==> src/rtl/sb_pkg.sv <==
package sb_pkg;
  typedef enum logic [1:0] {
    OPS_RF  = 2'b00,
    OPS_ALU = 2'b01,
    OPS_WB  = 2'b10
  } opsel_e;
endpackage

==> src/rtl/sb_lock_table.sv <==
module sb_lock_table #(
  parameter int NREG = 32,
  parameter int IDXW = $clog2(NREG)
) (
  input  logic            clk,
  input  logic            rst_n,
  input  logic            set_en,
  input  logic [IDXW-1:0] set_idx,
  input  logic            clr_en,
  input  logic [IDXW-1:0] clr_idx,
  output logic [NREG-1:0] locked
);
  // one flag per register; register 0 is hardwired clear
  for (genvar g = 0; g < NREG; g++) begin : g_reg
    if (g == 0) begin : g_zero
      assign locked[g] = 1'b0;
    end else begin : g_flag
      always_ff @(posedge clk or negedge rst_n) begin
        if (!rst_n)                                 locked[g] <= 1'b0;
        else if (set_en && set_idx == IDXW'(g))     locked[g] <= 1'b1; // set wins
        else if (clr_en && clr_idx == IDXW'(g))     locked[g] <= 1'b0;
      end
    end
  end


  lock_set_chk: assert property (@(posedge clk) disable iff (!rst_n)
    (set_en && set_idx != '0) |=> locked[$past(set_idx)]);


  lock_clr_chk: assert property (@(posedge clk) disable iff (!rst_n)
    (clr_en && !(set_en && set_idx == clr_idx)) |=> !locked[$past(clr_idx)]);
endmodule

==> src/rtl/sb_src_resolve.sv <==
module sb_src_resolve
  import sb_pkg::*;
#(
  parameter int NREG = 32,
  parameter int IDXW = $clog2(NREG)
) (
  input  logic            clk,
  input  logic            rst_n,
  input  logic [IDXW-1:0] src_idx,
  input  logic [NREG-1:0] locked,
  input  logic            alu_ok,
  input  logic [IDXW-1:0] ex_tag,
  input  logic            wb_vld,
  input  logic [IDXW-1:0] wb_tag,
  output opsel_e          sel,
  output logic            blocked
);
  logic src_locked;
  assign src_locked = (src_idx != '0) && locked[src_idx];

  always_comb begin
    sel     = OPS_RF;
    blocked = 1'b0;
    if (src_locked) begin
      if (alu_ok && ex_tag == src_idx)      sel = OPS_ALU;
      else if (wb_vld && wb_tag == src_idx) sel = OPS_WB;
      else                                  blocked = 1'b1;
    end
  end


  blocked_needs_lock_chk: assert property (@(posedge clk) disable iff (!rst_n)
    blocked |-> locked[src_idx]);


  zero_src_free_chk: assert property (@(posedge clk) disable iff (!rst_n)
    (src_idx == '0) |-> (!blocked && sel == OPS_RF));
endmodule

==> src/rtl/sb_issue_gate.sv <==
module sb_issue_gate #(
  parameter int NREG = 32,
  parameter int IDXW = $clog2(NREG)
) (
  input  logic            iss_vld,
  input  logic            iss_wr,
  input  logic [IDXW-1:0] iss_rd,
  input  logic [1:0]      src_blocked,
  input  logic [NREG-1:0] locked,
  input  logic            wb_vld,
  input  logic [IDXW-1:0] wb_tag,
  output logic            stall,
  output logic            set_en
);
  logic dst_busy, waw_hold;
  assign dst_busy = iss_wr && (iss_rd != '0) && locked[iss_rd];
  assign waw_hold = dst_busy && !(wb_vld && wb_tag == iss_rd);
  assign stall    = iss_vld && ((|src_blocked) || waw_hold);
  assign set_en   = iss_vld && !stall && iss_wr && (iss_rd != '0);
endmodule

==> src/rtl/regfile_hazard_unit.sv <==
module regfile_hazard_unit
  import sb_pkg::*;
#(
  parameter int NREG = 32,
  parameter int IDXW = $clog2(NREG),
  parameter int NSRC = 2
) (
  input  logic            clk,
  input  logic            rst_n,
  input  logic            iss_vld,
  input  logic            iss_wr,
  input  logic [IDXW-1:0] iss_rd,
  input  logic [IDXW-1:0] iss_rs_a,
  input  logic [IDXW-1:0] iss_rs_b,
  output logic            iss_stall,
  output logic [1:0]      op_sel_a,
  output logic [1:0]      op_sel_b,
  input  logic            ex_vld,
  input  logic            ex_is_load,
  input  logic [IDXW-1:0] ex_tag,
  input  logic            wb_vld,
  input  logic [IDXW-1:0] wb_tag
);
  logic [NREG-1:0] locked;
  logic            set_en, alu_ok;
  logic [IDXW-1:0] src_idx [NSRC];
  opsel_e          src_sel [NSRC];
  logic [NSRC-1:0] src_blk;

  assign alu_ok     = ex_vld && !ex_is_load;
  assign src_idx[0] = iss_rs_a;
  assign src_idx[1] = iss_rs_b;

  sb_lock_table #(.NREG(NREG), .IDXW(IDXW)) u_locks (
    .clk(clk), .rst_n(rst_n),
    .set_en(set_en), .set_idx(iss_rd),
    .clr_en(wb_vld), .clr_idx(wb_tag),
    .locked(locked)
  );

  for (genvar s = 0; s < NSRC; s++) begin : g_src
    sb_src_resolve #(.NREG(NREG), .IDXW(IDXW)) u_res (
      .clk(clk), .rst_n(rst_n),
      .src_idx(src_idx[s]), .locked(locked),
      .alu_ok(alu_ok), .ex_tag(ex_tag),
      .wb_vld(wb_vld), .wb_tag(wb_tag),
      .sel(src_sel[s]), .blocked(src_blk[s])
    );
  end

  sb_issue_gate #(.NREG(NREG), .IDXW(IDXW)) u_gate (
    .iss_vld(iss_vld), .iss_wr(iss_wr), .iss_rd(iss_rd),
    .src_blocked(src_blk), .locked(locked),
    .wb_vld(wb_vld), .wb_tag(wb_tag),
    .stall(iss_stall), .set_en(set_en)
  );

  assign op_sel_a = src_sel[0];
  assign op_sel_b = src_sel[1];


  no_idle_stall_chk: assert property (@(posedge clk) disable iff (!rst_n)
    !iss_vld |-> !iss_stall);


  alu_fwd_legal_chk: assert property (@(posedge clk) disable iff (!rst_n)
    (op_sel_a == 2'b01 || op_sel_b == 2'b01) |-> (ex_vld && !ex_is_load));


  wb_fwd_legal_chk: assert property (@(posedge clk) disable iff (!rst_n)
    (op_sel_a == 2'b10 || op_sel_b == 2'b10) |-> wb_vld);
endmodule

==> config.mk <==
export PLATFORM = sky130hd
export DESIGN_NAME = regfile_hazard_unit
export DESIGN_NICKNAME = d
export VERILOG_FILES = /design/src/rtl/sb_pkg.sv /design/src/rtl/sb_lock_table.sv /design/src/rtl/sb_src_resolve.sv /design/src/rtl/sb_issue_gate.sv /design/src/rtl/regfile_hazard_unit.sv
export SDC_FILE = /design/constraint.sdc
export NUM_CORES = 1
export LEC_CHECK = 0
export ABC_AREA = 1
export CAP_MARGIN = 5
export CORE_MARGIN = 2
export CORE_UTILIZATION = 35
export DETAILED_ROUTE_END_ITERATION = 16
export DONT_BUFFER_PORTS = 1
export MAX_ROUTING_LAYER = met4
export PLACE_DENSITY_LB_ADDON = 0.3
export SYNTH_ARGS = -nofsm -noshare
export SYNTH_HDL_FRONTEND = slang
export SYNTH_SLANG_ARGS = --single-unit
==> constraint.sdc <==
create_clock -name clk -period 3.3 [get_ports clk]
set_input_delay 0.33 -clock clk [delete_from_list [all_inputs] [get_ports clk]]
set_output_delay 0.33 -clock clk [all_outputs]
set_load 0.01 [all_outputs]
# Word level (Yosys, flattened, before mapping)
# Cells that the tools add are included.
[op_classes]
n_mux = 80
reduce_logical = 116
n_eq_ne = 67
magnitude_cmp = 3
[op_table]
columns = ["operator", "n"]
rows = [
  ["5-bit == test (second input constant)", 32],
  ["5-bit by 4-bit == test with 1-bit output (second input constant)", 16],
  ["1-bit logical AND", 77],
  ["1-bit two-way mux", 71],
  ["2-bit nonzero test", 31],
  ["5-bit by 3-bit == test with 1-bit output (second input constant)", 8],
  ["5-bit == test", 5],
  ["5-bit by 2-bit == test with 1-bit output (second input constant)", 4],
  ["5-bit by 6-bit < comparator with 1-bit output (second input constant)", 3],
  ["1-bit binary-select mux with 5-bit select", 3],
  ["5-bit nonzero test", 3],
  ["2-bit two-way mux", 6],
  ["5-bit by 1-bit == test with 1-bit output (second input constant)", 2],
  ["1-bit zero test", 3],
  ["2-bit OR reduction", 1],
  ["1-bit logical OR", 1],
]
[word_totals]
input_bits = 32
ff_bits = 31
out_inout_bits = 5
elab_cells = 297

# Logic depth before layout (Yosys ltp)
# Gate-level depths: netlist of run 1.
[depth]
word_depth = 14
depth_mapped = 15
depth_no_buf = 14

# Hierarchy
# A second synthesis of run 1 with hierarchy kept.
[hier_totals]
cells_unflattened = 586
hier_area_um2 = 3433.3
[by_module_without_submodules]
columns = ["mod", "seq_area_each_um2", "cells_each", "area_each_um2", "n_inst"]
rows = [
  ["sb_lock_table", 775.7, 212, 1549.0, 1],
  ["sb_src_resolve", 0.0, 128, 659.4, 2],
  ["sb_issue_gate", 0.0, 116, 555.5, 1],
  ["regfile_hazard_unit", 0.0, 2, 10.0, 1],
]

# Least setup slack after synthesis of run 1
# OpenSTA, ideal clock, no wires.
[synth_timing]
kind = "input-to-output"
startpoint = "in iss_rs_b[0]"
endpoint = "out op_sel_b[1]"
stages = 11
n_path_buf = 2
required_ns = 2.970
path_slack_ns = 1.470
t_arrival_ns = 1.500
cell_sequence = "buf_2 > buf_4 > a21oi_1 > o21ai_0 > nand3_1 > nand3_1 > nand2_1 > nand2_1 > nand2_1 > inv_1 > nor3b_1"
[synth_via]
elab_chain_len = 5
[synth_lines]
columns = ["element", "line", "source"]
rows = [
  ["from (decl)", "regfile_hazard_unit.sv:14", "input logic [IDXW-1:0] iss_rs_b,"],
  ["branches (longest 4 deep; another with 1-bit binary-select mux with 5-bit select)", "--", ""],
  ["2-bit two-way mux (*)", "sb_src_resolve.sv:24", "if (src_locked) begin"],
  ["to (decl)", "regfile_hazard_unit.sv:17", "output logic [1:0] op_sel_b,"],
]
# Mark *: on every way between the ends. The select of a mux whose other input is x is not followed.

# Worst setup path after layout of run 1
[layout_timing]
startpoint = "reg u_locks.locked[17]"
endpoint = "out iss_stall"
[layout_via]
elab_chain_len = 7
[layout_lines]
columns = ["element", "line", "source"]
rows = [
  ["from (decl)", "sb_lock_table.sv:11", "output logic [NREG-1:0] locked"],
  ["from (signal, indexed assignment)", "sb_lock_table.sv:19", "if (!rst_n) locked[g] <= 1'b0;"],
  ["from (signal, indexed assignment)", "sb_lock_table.sv:20", "else if (set_en && set_idx == IDXW'(g)) locked[g] <= 1'b1;"],
  ["from (signal, indexed assignment)", "sb_lock_table.sv:21", "else if (clr_en && clr_idx == IDXW'(g)) locked[g] <= 1'b0;"],
  ["1-bit binary-select mux with 5-bit select", "sb_src_resolve.sv:19", "assign src_locked = (src_idx != '0) && locked[src_idx];"],
  ["1-bit two-way mux (not written as such)", "sb_src_resolve.sv:19", ""],
  ["1-bit logical AND", "sb_src_resolve.sv:19", ""],
  ["1-bit two-way mux", "sb_src_resolve.sv:24", ""],
  ["2-bit OR reduction", "sb_issue_gate.sv:18", "assign stall = iss_vld && ((|src_blocked) || waw_hold);"],
  ["1-bit logical OR (*)", "sb_issue_gate.sv:18", ""],
  ["1-bit logical AND (*)", "sb_issue_gate.sv:18", ""],
  ["to (decl)", "regfile_hazard_unit.sv:15", "output logic iss_stall,"],
]
# Mark *: on every way between the ends. The rest lies on a longest branch, timed or not. The select of a mux whose other input is x is not followed.

==> metrics.csv, run 1 <==
stage,metric,value,unit
worst_setup_path,Slowest Stage Delay on Critical Path,0.42,ns
place,DPL Wire Length,8740,um
timing,WHS,0.2239,ns
timing,Max Fclk,414.4,MHz
die,Die Span Y,100.4,um
worst_setup_path,FF-to-FF End,u_locks.locked[31],
global_route,GRT Total Usage,24.44,%
final_layout,most flop-heavy register,u_locks.locked,
clock_tree,CTS Buf Count,5,
final_layout,top flop regs,u_locks.locked x31,
global_route,initial antenna violation count,0,
clock_tree,Clock Sinks,31,
final_layout,antenna cells,0,
global_route,first-pass GRT wire length,18620,um
worst_setup_path,Most common cell on crit path,nand2_1,
hold_path,worst min path class,in -> reg,
die,core area,9109,um2
worst_setup_path,critical path class,reg -> out,
global_route,met1 Use GR,33.43,%
place,routability-driven placement congestion ratio,0.9775,
worst_setup_path,CP Buf/Inv Count,3,
route,via count,3813,
timing,Worst Skew,0.008562,ns
worst_setup_path,path depth of the worst reg2reg path,12,
global_route,global route overflow,0,
global_route,GR Util met3,3.064,%
global_route,largest net degree at the start of global routing,33,
synthesis,Synth area leader,nand2_1,
worst_setup_path,CP Max Fanout,32,
timing,number of setup violations in the final report,0,
route,Initial DRC Count,505,
clock_tree,CTS H-tree lvls,2,
worst_setup_path,required time worst endpoint,2.97,ns
timing,RSZ-0062 raised after global routing,false,
synthesis,top cell type's share of synthesized area,25.39,%
final_layout,"commonest non-fill, non-tap cell in the layout",nand2_1,
synthesis,synthesized flop and latch total,31,
power_and_ir_drop,Leak,1.723,nW
timing,Slew HR,18.47,%
route,Pre-antenna DRT Iters,5,
die,number of cell rows,35,
final_layout,max reg flops,31,
worst_setup_path,Worst Setup End Kind,output port,
synthesis,Mapped Nets,609,
final_layout,"commonest cells after routing, fill and taps aside","220 x nand2_1, 67 x inv_1, 53 x nor2_1",
global_route,global routing met2 resource utilization,38.26,%
worst_setup_path,crit path capture,iss_stall,
power_and_ir_drop,peak supply drop,0.0001879,V
timing,setup TNS,0,ns
clock_tree,CTS tree,built,
route,DRC,0,
place,Port Buffers,0,
die,Die W,100.4,um
clock_tree,"CTS clk-pin slew, worst paths",0.08,ns
worst_setup_path,critical path arrival,2.08,ns
clock_tree,later-pin clock latency in the skew report,0.29,ns
global_route,number of global-route vias before repair,3551,
final_layout,share of post-route cells with drive strength above 1,3.943,%
worst_setup_path,Worst Setup SP,u_locks.locked[17],
synthesis,Syn Inst Count,577,
final_layout,Area Growth Syn to Fin,2.155,%
power_and_ir_drop,power density over the cells,343.0,nW/um2
clock_tree,CTS Root Cell,clkbuf_8,
route,Avg WL per Cell,17.43,um
global_route,"Most Used Layer, Global Route",met2,
synthesis,YS warnings,0,
worst_setup_path,CP Cell Sequence,inv_1 > nand2_1 > o211ai_1 > nand2_1 > nand2_1 > nand2_1 > clkinv_1 > nand2_1 > nand2_1 > nand2_1 > nand2_2 > nand2_1 > nand2_1 > inv_1,
worst_setup_path,Top Family by Delay on Critical Path,simple AND/OR/NAND/NOR gates,
synthesis,mapped cell area,3252,um2
timing,Final Hold Viols,0,
route,vias per cell,5.700,
timing,Final Critical Period,2.413,ns
clock_tree,Clock Path Buffers,2,
synthesis,register area share after synthesis,23.86,%
synthesis,synthesized area per cell,5.636,um2
die,IO Pins,37,
worst_setup_path,"Max stage delay cell, worst path",dfrtp_1,
die,Starting Density,35.70,%
worst_setup_path,FF-to-FF setup slack,1.20,ns
timing,Tightest Pin Transition,1.222,ns
final_layout,layout filler cell count,1042,
die,die area,10080,um2
route,antenna-violating nets left,0,
synthesis,Synth cell types,29,
worst_setup_path,r2r startpoint,u_locks.locked[8],
timing,Final Cycle Share,73.13,%
final_layout,area occupied by multi-input gates,2011,um2
final_layout,Nets,589,
flow_run,Max Cap Viol,0,
route,WL final,11660,um
worst_setup_path,crit start category,flip-flop,
synthesis,Area contributors post-synth,"nand2_1 25%, dfrtp_1 24%, inv_1 7.7%",
final_layout,register area,775.7,um2
worst_setup_path,cell count along the critical path,14,
outcome,status,"complete, no violations",
timing,count of pins over their slew limit,0,
clock_tree,post-CTS resize count,0,
==> layer usage <==
metal | up-vias | wire, um
li1 | 1806 | -
met1 | 1788 | 5131
met2 | 196 | 5414
met3 | 23 | 932
met4 | 0 | 184
met5 | - | 0
==> where the power goes <==
part	total (mW)	switching (mW)	internal, mW
Sequential	0.503	0.0727	0.430
Combinational	0.336	0.227	0.109
Clock	0.300	0.153	0.147
Total	1.14	0.452	0.687
==> cell families after synthesis <==
group	synth area share, %
buf+inv	14.39
compound gates	11.66
simple gates	48.21
xor+xnor	1.885
flops	23.86
==> how the worst min path moves through the flow <==
stage | start | endpoint | slack, ns | cells after the start
final | iss_rd[4] | u_locks.locked[4] | 0.22 | 3
after global routing | iss_rd[4] | u_locks.locked[5] | 0.22 | 3
after CTS | iss_rd[4] | u_locks.locked[4] | 0.22 | 3
after detailed placement | rst_n | u_locks.locked[17] | 0.04 | 0
after global placement | rst_n | u_locks.locked[1] | 0.04 | 0
after floorplan | rst_n | u_locks.locked[10] | 0.03 | 0
==> Yosys cell counts <==
library cell and count:
clkinv_1 1, o22ai_1 3, nor2_1 54, nand3_1 40, nand2_2 2, dfrtp_1 31, nor2_2 3, nor3_2 1
nand2_1 220, buf_6 6, xor2_1 7, a21oi_4 1, nor3_1 14, a211oi_1 1, o31ai_1 1, buf_4 4
inv_1 67, inv_2 5, o211ai_1 9, nor3b_1 2, a221oi_1 1, buf_2 17, a21oi_1 8, clkbuf_1 3
a31oi_1 2, nand4_1 33, o21ai_1 2, nor4_1 1, o21ai_0 38
==> worst reg2reg max path: stages, from the launching register on <==
cell and delay (ns):
dfrtp_1 0.45, inv_1 0.13, nand2_1 0.06, nand3_1 0.08, nand2_1 0.05, nand2_1 0.05, nand3_1 0.06, nand3_1 0.12
nand2_2 0.10, a21oi_4 0.36, buf_4 0.30, nand4_1 0.16, nand2_1 0.12
==> repair_timing <==
item	CTS	global route
endpoints found under the hold margin	31	0
setup buffers	0	0
hold buffers	2	0
==> final cells by class <==
| cell class | instances | share of cell area [%] |
|---|---|---|
| clock buffers | 6 | 2.185 |
| clock inverters | 2 | 0.3766 |
| inverters | 73 | 8.249 |
| multi-input cells | 443 | 60.53 |
| flip-flops and latches | 31 | 23.35 |
| well taps | 111 | 4.181 |
| repair buffers | 3 | 1.130 |
==> stage by stage <==
step | cells | cell area, um2 | setup WS, ns | total power, mW | util (%)
after floorplan | 577 | 3252 | 1.470 | 0.7629 | -
after global placement | 659 | 3207 | 1.151 | 0.8236 | 35.21
after detailed placement | 659 | 3207 | 1.136 | 0.8270 | 35.21
after CTS | 669 | 3322 | 0.8835 | 1.139 | 36.47
after global routing | 669 | 3322 | 0.6262 | 1.217 | 36.47
final | 669 | 3322 | 0.8866 | 1.139 | 36.47
(Power assumes the default switching activity.)
==> run 2, diff against run 1 <==
Clock period 3.3 ns to 2.25 ns, I/O delays scaled along.
==> metrics.csv, run 2 (same netlist as run 1, synthesis figures left out) <==
stage,metric,value,unit,change
clock_tree,"CTS clk-pin slew, worst paths",0.07,ns,about the same
route,Avg WL per Cell,16.64,um,-4.6%
timing,Final Critical Period,2.125,ns,
clock_tree,later-pin clock latency in the skew report,0.29,ns,about the same
timing,Final Hold Viols,0,,unchanged
worst_setup_path,Slowest Stage Delay on Critical Path,0.42,ns,about the same
clock_tree,CTS Root Cell,clkbuf_8,,
clock_tree,CTS tree,built,,
route,Pre-antenna DRT Iters,5,,unchanged
hold_path,WHS Path Cells,3,,unchanged
worst_setup_path,CP Max Fanout,7,,-78%
route,via count,3800,,-0.34%
power_and_ir_drop,power density over the cells,502.6,nW/um2,+47%
timing,Max Fclk,470.7,MHz,
worst_setup_path,path depth of the worst reg2reg path,14,,+2
global_route,first-pass GRT wire length,17240,um,-7.4%
global_route,global route overflow,0,,unchanged
die,die area,10080,um2,unchanged
die,Die Span Y,100.4,um,unchanged
timing,number of setup violations in the final report,0,,unchanged
timing,Worst Skew,0.003916,ns,-0.004646 ns
place,Inst Count DP,662,,+0.46%
route,DRC,0,,unchanged
global_route,largest net degree at the start of global routing,32,,-3.0%
power_and_ir_drop,Leak,1.751,nW,+1.6%
clock_tree,Clock Path Buffers,2,,unchanged
final_layout,layout filler cell count,1034,,-0.77%
die,Die W,100.4,um,unchanged
worst_setup_path,CP Cell Sequence,inv_1 > nand2_1 > nand3_1 > nand2_1 > nand2_1 > nand2_1 > inv_1 > nand2_1 > nand2_1 > nand2_2 > a21oi_4 > nand2_1 > nand2_1 > inv_1,,
final_layout,post-layout util,37.07,%,+0.60 points
final_layout,most flop-heavy register,u_locks.locked,,
route,Initial DRC Count,361,,-29%
timing,RSZ-0062 raised after global routing,true,,
clock_tree,CTS H-tree lvls,2,,unchanged
global_route,GRT Total Usage,22.54,%,-1.9 points
worst_setup_path,crit start category,flip-flop,,
final_layout,"commonest cells after routing, fill and taps aside","220 x nand2_1, 67 x inv_1, 52 x nor2_1",,
die,IO Pins,37,,unchanged
place,pre-CTS WS,0.3151,ns,-0.8205 ns
worst_setup_path,r2r startpoint,u_locks.locked[16],,
worst_setup_path,critical path class,reg -> out,,
clock_tree,Clock Sinks,31,,unchanged
worst_setup_path,Worst Setup SP,u_locks.locked[16],,
flow_run,Max Cap Viol,0,,unchanged
final_layout,top flop regs,u_locks.locked x31,,
timing,count of pins over their slew limit,0,,unchanged
worst_setup_path,required time worst endpoint,2.03,ns,-0.94 ns
timing,Tightest Pin Transition,1.147,ns,-0.07431 ns
final_layout,design area,3377,um2,+1.7%
final_layout,Area Growth Syn to Fin,3.848,%,
die,number of cell rows,35,,unchanged
final_layout,share of post-route cells with drive strength above 1,5.179,%,+1.2 points
clock_tree,Setup Buffers After CTS,0,,unchanged
worst_setup_path,Most common cell on crit path,nand2_1,,
die,core area,9109,um2,unchanged
final_layout,antenna cells,0,,unchanged
hold_path,HP Start,iss_rd[4],,
final_layout,"commonest non-fill, non-tap cell in the layout",nand2_1,,
timing,worst setup margin,0.1254,ns,-0.7612 ns
power_and_ir_drop,Tot Pwr,1.697,mW,+49%
outcome,status,"complete, no violations",,
timing,setup TNS,0,ns,unchanged
route,vias per cell,5.663,,-0.64%
place,DPL Wire Length,8509,um,-2.6%
power_and_ir_drop,peak supply drop,0.0002540,V,+35%
die,Starting Density,35.70,%,unchanged
timing,Final Cycle Share,94.43,%,
place,"Cell Area, Placed",3242,um2,+1.1%
place,routability-driven placement congestion ratio,0.9967,,+2.0%
clock_tree,CTS Buf Count,5,,unchanged
hold_path,worst min path class,in -> reg,,
route,WL final,11160,um,-4.3%
place,Port Buffers,0,,unchanged
worst_setup_path,critical path arrival,1.90,ns,-0.18 ns
global_route,initial antenna violation count,0,,unchanged
route,antenna-violating nets left,0,,unchanged
timing,Slew HR,23.43,%,+5.0 points
final_layout,Nets,592,,+0.51%
final_layout,max reg flops,31,,unchanged
timing,WHS,0.1220,ns,-0.1019 ns
final_layout,Finished Layout Cells,671,,+0.30%
worst_setup_path,Worst Setup End Kind,output port,,
worst_setup_path,"Max stage delay cell, worst path",dfrtp_1,,
global_route,number of global-route vias before repair,3336,,-6.1%
run 2: what timing repair did:
item	in CTS	in global routing
gates resized for setup	0	5
endpoints found under the hold margin	31	0
hold buffers	2	0
endpoints found under the setup margin	0	2
run 2: final cells by class:
type / count / area, um2 / area share [%]
Timing Repair Buffer: 6 / 72.57 / 2.149
Inverter: 73 / 274.0 / 8.114
Tap cell: 111 / 138.9 / 4.113
Sequential cell: 31 / 777.0 / 23.01
Clock buffer: 6 / 82.58 / 2.445
Multi-Input combinational cell: 443 / 2027 / 60.02
Clock inverter: 1 / 5.005 / 0.1482
run 2: where the power goes:
part           switching, mW  total [mW]  leakage (nW)  internal (mW)
clock network          0.215       0.454        0.0470          0.240
logic                  0.335       0.508          1.29          0.173
registers              0.103       0.735         0.418          0.632
total                  0.652        1.70          1.75           1.05
run 2: layer usage:
metal	track usage, %	part of all wire (%)	up-vias	routed length, um
li1	-	-	1817	-
met1	31.26	44	1758	4945
met2	33.76	44	200	4961
met3	3.552	8.9	25	992
met4	6.955	2.4	0	264
met5	-	0	-	0
run 2: path summary, 6_finish.rpt:
check,slack [ns],endpoint
hold reg to reg,0.54,u_locks.locked[29]
max in group asynchronous,1.67,u_locks.locked[9]
hold / removal,0.12,u_locks.locked[2]
setup / recovery,0.13,iss_stall
setup reg to reg,0.30,u_locks.locked[27]
min in group asynchronous,0.39,u_locks.locked[2]
run 2: worst max-delay path: cells and delay by family, from the launching register on:
family | cells | cell delay, ns
and+or+nand+nor | 10 | 0.70
DFF | 1 | 0.42
AOI/OAI and AO/OA | 1 | 0.25
buffers and inverters | 3 | 0.21
==> run 3, diff against run 2 <==
Settings changed: REMOVE_ABC_BUFFERS from default to 1.
==> metrics.csv, run 3 (same netlist as run 1, synthesis figures left out) <==
stage,metric,value,unit,change
timing,Max Fclk,475.0,MHz,+0.93%
final_layout,share of post-route cells with drive strength above 1,4.787,%,-0.39 points
clock_tree,later-pin clock latency in the skew report,0.29,ns,about the same
power_and_ir_drop,combinational fraction of design power,30.7,%,+0.8 points
clock_tree,Clock Sinks,31,,unchanged
clock_tree,CTS tree,built,,
route,DRT met1 WL,4974,um,+0.59%
final_layout,"commonest non-fill, non-tap cell in the layout",nand2_1,,
power_and_ir_drop,peak supply drop,0.0002293,V,-9.7%
timing,WHS,0.1236,ns,+0.001574 ns
clock_tree,"CTS clk-pin slew, worst paths",0.07,ns,about the same
clock_tree,Clock Path Buffers,2,,unchanged
global_route,largest net degree at the start of global routing,32,,unchanged
place,"Cell Area, Placed",3222,um2,-0.62%
worst_setup_path,crit start category,flip-flop,,
global_route,number of global-route vias before repair,3509,,+5.2%
timing,Tightest Pin Transition,1.268,ns,+0.1203 ns
clock_tree,CTS H-tree lvls,2,,unchanged
timing,Worst Skew,0.007037,ns,+0.003121 ns
hold_path,worst min path class,in -> reg,,
timing,Final Critical Period,2.105,ns,-0.01948 ns
route,Pre-antenna DRT Iters,5,,unchanged
power_and_ir_drop,switching share of power,39.00,%,+0.58 points
timing,count of pins over their slew limit,0,,unchanged
final_layout,Nets,595,,+0.51%
flow_run,Max Cap Viol,0,,unchanged
place,Port Buffers,0,,unchanged
power_and_ir_drop,Internal,1.024,mW,-2.0%
final_layout,design area,3368,um2,-0.26%
route,via count,3854,,+1.4%
worst_setup_path,required time worst endpoint,2.03,ns,about the same
outcome,status,"complete, no violations",,
worst_setup_path,Most common cell on crit path,nand2_1,,
route,Avg WL per Cell,17.19,um,+3.3%
die,number of cell rows,35,,unchanged
global_route,first-pass GRT wire length,18210,um,+5.6%
route,Met3 Wirelength,1072,um,+8.1%
clock_tree,CTS Buf Count,5,,unchanged
die,IO Pins,37,,unchanged
worst_setup_path,CP Cell Sequence,inv_1 > a21oi_1 > o21ai_0 > nand3_1 > nand3_1 > nand2_1 > nand2_1 > nand2_1 > nand2_4 > nand2_1 > nand2_1 > inv_1,,
power_and_ir_drop,power density over the cells,498.4,nW/um2,-0.84%
route,top sig layer,met4,,
die,core area,9109,um2,unchanged
place,routability-driven placement congestion ratio,0.9540,,-4.3%
final_layout,max reg flops,31,,unchanged
final_layout,most flop-heavy register,u_locks.locked,,
global_route,initial antenna violation count,0,,unchanged
die,die area,10080,um2,unchanged
route,antenna-violating nets left,0,,unchanged
route,WL final,11610,um,+4.0%
die,Die Span Y,100.4,um,unchanged
route,DRC,0,,unchanged
final_layout,Area Growth Syn to Fin,3.578,%,
timing,Final Hold Viols,0,,unchanged
worst_setup_path,critical path arrival,1.88,ns,-0.02 ns
timing,setup TNS,0,ns,unchanged
clock_tree,CTS Root Cell,clkbuf_8,,
final_layout,antenna cells,0,,unchanged
power_and_ir_drop,switching power,0.6548,mW,+0.39%
worst_setup_path,critical path class,reg -> out,,
timing,Slew HR,15.40,%,-8.0 points
power_and_ir_drop,Leak,1.754,nW,+0.15%
route,vias per cell,5.710,,+0.82%
route,Routed met2 length,5101,um,+2.8%
worst_setup_path,Slowest Stage Delay on Critical Path,0.39,ns,-0.03 ns
power_and_ir_drop,Reg power frac,43.3,%,about the same
place,DPL Wire Length,8718,um,+2.4%
worst_setup_path,CP Max Fanout,20,,+13
die,Starting Density,35.70,%,unchanged
global_route,global route overflow,0,,unchanged
die,Die W,100.4,um,unchanged
final_layout,top flop regs,u_locks.locked x31,,
global_route,GRT Total Usage,24.04,%,+1.5 points
worst_setup_path,Worst Setup End Kind,output port,,
timing,number of setup violations in the final report,0,,unchanged
power_and_ir_drop,Clock Power Share,26.0,%,-0.8 points
worst_setup_path,"Max stage delay cell, worst path",dfrtp_1,,
timing,Final Cycle Share,93.56,%,-0.87 points
final_layout,"commonest cells after routing, fill and taps aside","220 x nand2_1, 67 x inv_1, 53 x nor2_1",,
route,Initial DRC Count,409,,+13%
run 3: what timing repair did:
action	in CTS	in global routing
hold buffers	2	0
resized for setup	0	1
setup buffers	0	4
endpoints found under the hold margin	31	0
endpoints found under the setup margin	0	1
run 3: cell type report:
class	instances	area (um2)
clock buffers	7	76.32
clock inverters	1	5.005
fillers	1023	5741
inverters	73	274.0
multi-input cells	443	2016
flip-flops and latches	31	775.7
well taps	111	138.9
repair buffers	9	82.58
run 3: per-stage QoR:
| step | power, mW | instances | util [%] | worst slack (ns) |
|---|---|---|---|---|
| after floorplan | 1.050 | 547 | - | 0.4847 |
| after global placement | 1.200 | 661 | 35.37 | 0.1702 |
| after detailed placement | 1.206 | 661 | 35.37 | 0.1883 |
| after CTS | 1.655 | 671 | 36.59 | 0.06392 |
| after global routing | 1.790 | 675 | 36.98 | -0.007126 |
| final | 1.679 | 675 | 36.98 | 0.1449 |
run 3: worst max-delay path: cells and delay by family (launching register included):
| family | cells | cell delay (ns) |
|---|---|---|
| AOI/OAI and AO/OA | 2 | 0.27 |
| and+or+nand+nor | 8 | 0.74 |
| buffers and inverters | 2 | 0.18 |
| DFF | 1 | 0.39 |
run 3: metal layers:
| layer | up-vias | track usage (%) |
|---|---|---|
| met5 | - | - |
| met4 | 0 | 9.905 |
| met3 | 44 | 4.596 |
| met2 | 220 | 35.98 |
| met1 | 1772 | 31.91 |
| li1 | 1818 | - |
run 3: power by group through the flow:
stage          Clock [mW]  Combinational [mW]  Sequential [mW]
2_1_floorplan           0               0.363            0.687
3_3_place_gp            0               0.468            0.731
3_5_place_dp            0               0.472            0.734
4_1_cts             0.440               0.492            0.724
5_1_grt             0.470               0.585            0.735
6_report            0.437               0.515            0.727
run 3: worst paths after layout:
check | cells after the start | from | to | slack [ns]
setup reg to reg | 12 | u_locks.locked[30] | u_locks.locked[18] | 0.25
max in group asynchronous | 2 | rst_n | u_locks.locked[1] | 1.64
hold reg to reg | 2 | u_locks.locked[19] | u_locks.locked[19] | 0.52
min in group asynchronous | 2 | rst_n | u_locks.locked[10] | 0.44
hold / removal | 3 | iss_rd[4] | u_locks.locked[6] | 0.12
setup / recovery | 12 | u_locks.locked[25] | iss_stall | 0.14
